===== config.mk =====
export PLATFORM = sky130hd
export DESIGN_NAME = sc_rx_status
export DESIGN_NICKNAME = d
export VERILOG_FILES = /design/src/rtl/sc_rx_pkg.sv /design/src/rtl/sc_rx_bitcore.sv /design/src/rtl/sc_rx_flags.sv /design/src/rtl/sc_rx_status.sv
export SDC_FILE = /design/constraint.sdc
export NUM_CORES = 1
export LEC_CHECK = 0
export ABC_CLOCK_PERIOD_IN_PS = 2029
export CAP_MARGIN = 25
export CORE_MARGIN = 2
export CORE_UTILIZATION = 55
export DETAILED_ROUTE_END_ITERATION = 8
export DONT_BUFFER_PORTS = 1
export GPL_TIMING_DRIVEN = 1
export PLACE_DENSITY = 0.74
export RECOVER_POWER = 25
export SLEW_MARGIN = 25
export SYNTH_ARGS = -nofsm -noshare
export SYNTH_HDL_FRONTEND = slang
export SYNTH_HIERARCHICAL = 1
export SYNTH_SLANG_ARGS = --single-unit

===== constraint.sdc =====
create_clock -name clk -period 2.03 [get_ports clk]
set_clock_uncertainty 0.15 [all_clocks]
set_input_delay 0.406 -clock clk [delete_from_list [all_inputs] [get_ports clk]]
set_output_delay 0.406 -clock clk [all_outputs]
set_load 0.005 [all_outputs]

===== src/rtl/sc_rx_pkg.sv =====
package sc_rx_pkg;
  typedef enum logic [2:0] {
    S_IDLE, S_START, S_DATA, S_PAR, S_GUARD
  } rx_state_t;

  localparam int CLR_FULL = 0;
  localparam int CLR_OVR  = 1;
  localparam int CLR_PAR  = 2;
  localparam int NFLAGS   = 3;
endpackage


===== src/rtl/sc_rx_bitcore.sv =====
module sc_rx_bitcore
  import sc_rx_pkg::*;
#(
  parameter int ETU = 372,
  parameter int DW  = 8
) (
  input  logic          clk,
  input  logic          rst,
  input  logic          en,
  input  logic          line_i,
  input  logic          par_odd,
  output logic          done,
  output logic [DW-1:0] data,
  output logic          perr
);
  localparam int CW   = $clog2(ETU + 1);
  localparam int BW   = (DW > 1) ? $clog2(DW) : 1;
  localparam int HALF = ETU / 2;

  logic [1:0]    sync_q;
  logic          ln;
  rx_state_t     state;
  logic [CW-1:0] cnt;
  logic [BW-1:0] bidx;
  logic [DW-1:0] shreg;

  assign ln = sync_q[1];

  always_ff @(posedge clk) begin
    if (rst) sync_q <= 2'b11;
    else     sync_q <= {sync_q[0], line_i};
  end

  always_ff @(posedge clk) begin
    if (rst) begin
      state <= S_IDLE;
      cnt   <= '0;
      bidx  <= '0;
      shreg <= '0;
      done  <= 1'b0;
      data  <= '0;
      perr  <= 1'b0;
    end else if (!en) begin
      state <= S_IDLE;
      cnt   <= '0;
      bidx  <= '0;
      done  <= 1'b0;
    end else begin
      done <= 1'b0;
      case (state)
        S_IDLE: begin
          cnt <= '0;
          if (!ln) state <= S_START;
        end
        S_START: begin
          if (cnt == CW'(HALF - 1)) begin
            cnt <= '0;
            if (ln) state <= S_IDLE;
            else begin
              state <= S_DATA;
              bidx  <= '0;
            end
          end else cnt <= cnt + 1'b1;
        end
        S_DATA: begin
          if (cnt == CW'(ETU - 1)) begin
            cnt   <= '0;
            shreg <= {ln, shreg[DW-1:1]};
            if (bidx == BW'(DW - 1)) state <= S_PAR;
            else bidx <= bidx + 1'b1;
          end else cnt <= cnt + 1'b1;
        end
        S_PAR: begin
          if (cnt == CW'(ETU - 1)) begin
            cnt   <= '0;
            data  <= shreg;
            perr  <= ((^shreg) ^ ln) != par_odd;
            done  <= 1'b1;
            state <= S_GUARD;
          end else cnt <= cnt + 1'b1;
        end
        S_GUARD: begin
          if (cnt == CW'(ETU - 1)) begin
            cnt <= '0;
            if (ln) state <= S_IDLE;
          end else cnt <= cnt + 1'b1;
        end
        default: state <= S_IDLE;
      endcase
    end
  end

  // no character is reported in the cycle after the enable is low
  p_no_done_when_off_r11: assert property (@(posedge clk) disable iff (rst)
    !en |=> !done);

  // completion is a single-cycle pulse
  p_done_pulse_r2: assert property (@(posedge clk) disable iff (rst)
    done |=> !done);
endmodule


===== src/rtl/sc_rx_flags.sv =====
module sc_rx_flags
  import sc_rx_pkg::*;
#(
  parameter int DW = 8
) (
  input  logic              clk,
  input  logic              rst,
  input  logic              done,
  input  logic [DW-1:0]     din,
  input  logic              perr,
  input  logic              rie,
  input  logic              eie,
  input  logic              dma_en,
  input  logic              dma_ack,
  input  logic              host_rd,
  input  logic [NFLAGS-1:0] host_clr,
  output logic [DW-1:0]     data,
  output logic              full,
  output logic              ovr,
  output logic              par,
  output logic              rx_irq,
  output logic              err_irq,
  output logic              dma_req
);
  logic              good_q;
  logic [NFLAGS-1:0] armed_q;
  logic [NFLAGS-1:0] clr_eff;
  logic              full_eff;

  assign clr_eff  = host_clr & armed_q;
  assign full_eff = full & ~dma_ack & ~clr_eff[CLR_FULL];

  always_ff @(posedge clk) begin
    if (rst) begin
      data    <= '0;
      full    <= 1'b0;
      ovr     <= 1'b0;
      par     <= 1'b0;
      good_q  <= 1'b0;
      armed_q <= '0;
    end else begin
      if (host_rd)        armed_q <= {par, ovr, full};
      else if (|host_clr) armed_q <= armed_q & ~host_clr;

      full <= full_eff;
      ovr  <= ovr & ~clr_eff[CLR_OVR];
      par  <= par & ~clr_eff[CLR_PAR];

      if (done) begin
        if (full_eff) begin
          ovr <= 1'b1;
        end else begin
          data   <= din;
          full   <= 1'b1;
          good_q <= ~perr;
          if (perr) par <= 1'b1;
        end
      end
    end
  end

  assign rx_irq  = full & rie;
  assign err_irq = (ovr | par) & eie;
  assign dma_req = full & good_q & dma_en;

  // overrun keeps the stored character
  p_ovr_keeps_data_r5: assert property (@(posedge clk) disable iff (rst)
    (done && full && !dma_ack && !(host_clr[CLR_FULL] && armed_q[CLR_FULL]))
      |=> (ovr && $stable(data)));

  // an errored character is still stored with both flags set
  p_perr_loads_r3: assert property (@(posedge clk) disable iff (rst)
    (done && perr && !full) |=> (full && par && data == $past(din)));

  // no DMA request for an errored character
  p_perr_no_dma_r8: assert property (@(posedge clk) disable iff (rst)
    (done && perr && !full) |=> !dma_req);

  // acknowledge empties the register
  p_ack_clears_r9: assert property (@(posedge clk) disable iff (rst)
    (dma_ack && !done) |=> !full);

  // an unarmed clear leaves the flag alone
  p_unarmed_keep_r10: assert property (@(posedge clk) disable iff (rst)
    (ovr && host_clr[CLR_OVR] && !armed_q[CLR_OVR]) |=> ovr);
endmodule


===== src/rtl/sc_rx_status.sv =====
module sc_rx_status
  import sc_rx_pkg::*;
#(
  parameter int ETU = 372,
  parameter int DW  = 8
) (
  input  logic          clk,
  input  logic          rst,
  input  logic          rx_en,
  input  logic          line_i,
  input  logic          par_odd,
  input  logic          rie,
  input  logic          eie,
  input  logic          dma_en,
  input  logic          dma_ack,
  input  logic          host_rd,
  input  logic [2:0]    host_clr,
  output logic [DW-1:0] rx_data,
  output logic          full_flag,
  output logic          ovr_flag,
  output logic          par_flag,
  output logic          rx_irq,
  output logic          err_irq,
  output logic          dma_req
);
  logic          c_done;
  logic [DW-1:0] c_data;
  logic          c_perr;

  sc_rx_bitcore #(.ETU(ETU), .DW(DW)) u_core (
    .clk(clk), .rst(rst), .en(rx_en), .line_i(line_i), .par_odd(par_odd),
    .done(c_done), .data(c_data), .perr(c_perr)
  );

  sc_rx_flags #(.DW(DW)) u_flags (
    .clk(clk), .rst(rst), .done(c_done), .din(c_data), .perr(c_perr),
    .rie(rie), .eie(eie), .dma_en(dma_en), .dma_ack(dma_ack),
    .host_rd(host_rd), .host_clr(host_clr),
    .data(rx_data), .full(full_flag), .ovr(ovr_flag), .par(par_flag),
    .rx_irq(rx_irq), .err_irq(err_irq), .dma_req(dma_req)
  );

  // receive interrupt only while data is held
  p_irq_needs_full_r6: assert property (@(posedge clk) disable iff (rst)
    rx_irq |-> full_flag);

  // a DMA request always refers to a held character
  p_dma_needs_full_r8: assert property (@(posedge clk) disable iff (rst)
    dma_req |-> full_flag);
endmodule


==> impl_metrics.tcl, run 1 <==
set metrics [dict create \
    drive_gt1_frac 0.166 \
    cts_buffer_depth 2 \
    leakage_nw 0.836 \
    relSlewSlack 0.583 \
    place_congestion 0.817 \
    slew_violations 0 \
    synth_cell_types 43 \
    synth.cell_area_mm2 0.00225 \
    fin_util 0.645 \
    vdd_drop_max_v 0.000328 \
    cp-start-kind "flop" \
    n_fill_cell 352 \
    tightest_slew_ns 0.622 \
    overflow 0 \
    ys.flop_type "dfxtp_1" \
    p_per_area_mw_per_mm2 682 \
    area.sequential_mm2 0.00101 \
    grt_pass1_vias 1547 \
    gr-usage-all-layers 0.194 \
    num_io_pins 27 \
    layout_commonest_cell "nand2_1" \
    path_clk_slew_ns 0.10 \
    preCtsSetupSlack_ns 0.0283 \
    clkSinkCount 50 \
    tns_ns 0 \
    status "finished, final reports clean" \
    finalHoldViolCount 0 \
    routed_wl_um 4560 \
    post_dp_cell_area_mm2 0.00235 \
    die_x_um 68.0 \
    rsz0062_at_grt "yes" \
    cts_tree "yes" \
    die_area_mm2 0.00462 \
    port_buffers 0 \
    max_freq_mhz 505 \
    ys_top_cells_by_area "dfxtp_1 (44%), nand2_1 (12%), a21oi_1 (6.7%), mux2i_1 (4.4%), nor2_1 (3.0%)" \
    hold-worst-slack_ns 0.0131 \
    clock_latency_ns 0.30 \
    cts_buffers 5 \
    path_class "flop to flop" \
    ant_nets 0 \
    start_util 0.567 \
    end_kind "flop" \
    finalCriticalPeriod_ns 1.98 \
    setup_slack_ns 0.0482 \
    grt_max_degree 23 \
    area.growth.synth_to_final_pct 13.7 \
    placed_cells 321 \
    hpwlAfterDp_um 2960 \
    wl_per_cell_um 13.7 \
    vias 1846 \
    layout_common_cells "nand2_1 (72), dfxtp_1 (46), a21oi_1 (29)" \
    cap_viol_max_count 0 \
    crit_path_max_fanout 4 \
    async_reset_ff_frac 0 \
    cpPeakStageDelay_ns 0.50 \
    syn_area_per_cell_um2 8.37 \
    synth_cells 269 \
    antenna_found_initial 0 \
    rows 23 \
    fin_cells 333 \
    fin_nets 299 \
    ys_ff_latch 50 \
    finalCritPeriodShare 0.976 \
    cts_root_buf "clkbuf_8" \
    core_mm2 0.00397 \
    critPathSlowestCell "or4_4" \
    required_ns 2.12 \
    drt_iter0_markers 95 \
    dr.pass1.iters 4 \
    crit_arrival_ns 2.07 \
    multi_input_area_mm2 0.00123 \
    drc 0 \
    finalSetupViolCount 0 \
    synth_edf_count 0 \
    ys_seq_area_frac 0.444 \
    cp_cell_sequence "nand4bb_4 -> o41ai_4 -> o21ai_2 -> or4_4 -> a21oi_2" \
    grt_pass1_wl_um 6830 \
    diodes 0 \
    ys_warn_count 6 \
    synth_top_area_cell "dfxtp_1" \
    die_h_um 68.0 \
    via_per_inst 5.54 \
    synth_nets 286 \
    power_mw 1.75 \
    hp-class "input port to flop" \
    htreeDepth 2 \
    yosysTopAreaCellShare 0.444 \
    design_area_mm2 0.00256 \
]
==> area by class of cell <==
| type | instances | share of cell area |
|---|---|---|
| Clock buffer | 5 | 0.0269 |
| Clock inverter | 3 | 0.0191 |
| Inverter | 5 | 0.00733 |
| Multi-Input combinational cell | 205 | 0.480 |
| Sequential cell | 50 | 0.395 |
| Tap cell | 50 | 0.0244 |
| Timing Repair Buffer | 15 | 0.0469 |
==> per-layer routing <==
layer,vias to the layer above,global-route usage,routed length (um)
met5,-,0,0
met4,0,0.0900,59
li1,945,-,-
met2,57,0.302,2090
met1,839,0.262,2170
met3,5,0.0345,244
==> state kept, by name, summed over array words and instances (netlist names) <==
name             flops
u_flags/data         8
u_core/perr          1
u_core/data          8
u_core/cnt           9
u_flags/good_q       1
u_core/bidx          3
u_core/state         3
u_flags/ovr          1
u_core/shreg         8
u_flags/par          1
u_flags/full         1
u_core/done          1
u_flags/armed_q      3
u_core/sync_q        2
==> report_power, final <==
group | total [mW] | internal [mW] | switching (mW)
Combinational | 0.0416 | 0.0174 | 0.0243
Clock | 0.723 | 0.375 | 0.348
Sequential | 0.981 | 0.980 | 0.000896
==> critical path: cells and delay by family, from the launching register on <==
| kind | cells | cell delay, ns |
|---|---|---|
| AOI/OAI and AO/OA | 3 | 0.71 |
| and+or+nand+nor | 2 | 0.70 |
| DFF | 1 | 0.37 |
==> final timing paths <==
kind,from,to,slack (ns),cells past startpoint
min,rst,u_flags/ovr,0.01,1
max,u_core/cnt[8],u_core/state[0],0.05,5
max reg2reg,u_core/cnt[8],u_core/state[0],0.05,5
min reg2reg,u_core/sync_q[0],u_core/sync_q[1],0.26,1
==> cells in the mapped netlist (2+ instances only) <==
cell,n
inv_1,4
nand2b_1,4
nor2_1,18
xnor2_1,7
clkbuf_1,7
a31oi_1,5
nor3b_1,4
nand3_1,8
mux2i_1,10
o21a_1,2
nand2_1,73
or2_2,5
and3_1,3
or3_1,2
o21ai_0,4
a22oi_1,2
dfxtp_1,50
a21oi_1,30
ha_1,4
nor3_1,4
==> kinds of logic (layout without fill, tap and decap cells) <==
group	Yosys count	count (layout)	synth area share
DFF	50	50	0.444
buffers and inverters	14	28	0.0272
and+or+nand+nor	131	131	0.277
AOI/OAI and AO/OA	51	51	0.143
muxes	10	10	0.0444
xor gates and xnor gates	9	9	0.0411
adders and majority gates	4	4	0.0222
==> timing repair <==
action,CTS,global route
hold buffers,1,2
buffers inserted,0,1
endpoints found under the hold margin,7,9
setup endpoints to repair,3,22
resized for setup,1,16
pin swaps,0,1
Note: power is estimated with default switching activity, not from simulation.
==> inputs of run 2 (changes only) <==
Settings changed: ABC_CLOCK_PERIOD_IN_PS 2029 to 1600.
Clock period 2.03 ns to 1.6 ns, I/O delays scaled along.
==> impl_metrics.tcl, run 2 (synthesis results as in run 1) <==
set metrics [dict create \
    htreeDepth 2 \
    cap_viol_max_count 0 \
    num_io_pins 27 \
    preCtsSetupSlack_ns -0.374 \
    diodes 0 \
    drc 0 \
    crit_path_max_fanout 4 \
    die_x_um 68.0 \
    path_class "flop to flop" \
    finalSetupViolCount 33 \
    wl_per_cell_um 13.1 \
    placed_cells 337 \
    cts_root_buf "clkbuf_8" \
    place_congestion 0.794 \
    routed_wl_um 4690 \
    layout_commonest_cell "nand2_1" \
    via_per_inst 5.45 \
    finalHoldViolCount 0 \
    setup_slack_ns -0.296 \
    die_area_mm2 0.00462 \
    tightest_slew_ns 0.790 \
    crit_arrival_ns 1.98 \
    clkSinkCount 50 \
    hold-worst-slack_ns 0.0302 \
    intPower_mw 1.74 \
    design_area_mm2 0.00280 \
    area.growth.synth_to_final_pct 24.2 \
    hpwlAfterDp_um 3060 \
    layout_common_cells "nand2_1 (68), dfxtp_1 (45), buf_4 (30)" \
    finalCriticalPeriod_ns 1.90 \
    vias 1945 \
    tns_ns -7.67 \
    drt_iter0_markers 67 \
    post_dp_cell_area_mm2 0.00250 \
    core_mm2 0.00397 \
    combPwrFrac 0.025 \
    cts_tree "yes" \
    cts_buffer_depth 2 \
    clock_latency_ns 0.30 \
    port_buffers 0 \
    path_clk_slew_ns 0.09 \
    grt_pass1_vias 1777 \
    dr.pass1.iters 4 \
    switching_share 0.210 \
    finalCritPeriodShare 1.19 \
    grt_max_degree 29 \
    rsz0062_at_grt "yes" \
    violations "negative setup slack" \
    fin_nets 323 \
    rows 23 \
    cpPeakStageDelay_ns 0.42 \
    start_util 0.567 \
    cp-start-kind "flop" \
    leakage_nw 0.969 \
    overflow 0 \
    end_kind "flop" \
    pwr-share-clk 0.411 \
    p_seq_frac 0.565 \
    cts_buffers 5 \
    hp-class "input port to flop" \
    required_ns 1.68 \
    switchingPower_uw 463 \
    cp_cell_sequence "ha_4 -> nand4b_1 -> nor4_4 -> o21ai_2 -> or4_1 -> a21oi_1" \
    max_freq_mhz 527 \
    antenna_found_initial 0 \
    largest_reg_flops 9 \
    grt_pass1_wl_um 7530 \
    vdd_drop_max_v 0.000493 \
    critPathSlowestCell "or4_1" \
    drive_gt1_frac 0.248 \
    ant_nets 0 \
    fin_cells 357 \
    p_per_area_mw_per_mm2 788 \
    status "finished with violations" \
    relSlewSlack 0.471 \
    gr-usage-all-layers 0.211 \
    slew_violations 0 \
    regMostFlops "u_core/cnt" \
    die_h_um 68.0 \
]
==> run 2: metal layers <==
metal  GRT usage  share of wire  vias to the layer above
met4      0.0450         0.0072                        0
met3      0.0609          0.053                        6
li1            -              -                      998
met2       0.360           0.48                       48
met5           0              0                        -
met1       0.265           0.46                      893
==> run 2: per-stage QoR <==
stage | util | power (mW)
finish | 0.704 | 2.20
global route | 0.704 | 2.28
CTS | 0.698 | 2.21
detailed placement | 0.629 | 1.31
global placement | 0.629 | 1.32
floorplan | - | 1.31
==> run 2: what timing repair did <==
item,in CTS,in global routing
hold buffers,7,1
setup endpoints to repair,32,34
hold endpoints to repair,26,20
gates cloned,1,0
pin swaps,11,1
buffers inserted,3,1
resized for setup,19,3
==> run 2: worst paths after layout <==
path,from,endpoint,slack [ns],cells after the start
worst max register to register,u_core/cnt[1],u_core/state[0],-0.30,6
worst min register to register,u_core/data[5],u_core/data[5],0.31,2
worst max-delay path,u_core/cnt[1],u_core/state[0],-0.30,6
worst min-delay path,rx_en,u_core/done,0.03,2
==> run 2: power by group through the flow <==
stage / sequential (mW) / combinational, mW / clock [mW]
3_3_place_gp: 1.27 / 0.0403 / 0
6_report: 1.24 / 0.0544 / 0.904
2_1_floorplan: 1.28 / 0.0362 / 0
5_1_grt: 1.24 / 0.0596 / 0.977
4_1_cts: 1.25 / 0.0440 / 0.924
3_5_place_dp: 1.27 / 0.0400 / 0
==> run 2: worst max-delay path, delay by kind of cell, from the launching register on <==
kind	cells	cell delay [ns]
AO/OA/AOI/OAI	2	0.28
adder cells (fa/ha/maj)	1	0.13
AND/OR/NAND/NOR	3	0.91
flip-flops	1	0.37
==> run 2: final cells by class <==
class / instances / area (um^2)
Inverter: 5 / 18.8
Tap cell: 50 / 62.6
Timing Repair Buffer: 38 / 305
Multi-Input combinational cell: 206 / 1280
Clock buffer: 5 / 68.8
Fill cell: 317 / 1170
Clock inverter: 3 / 47.5
Sequential cell: 50 / 1010
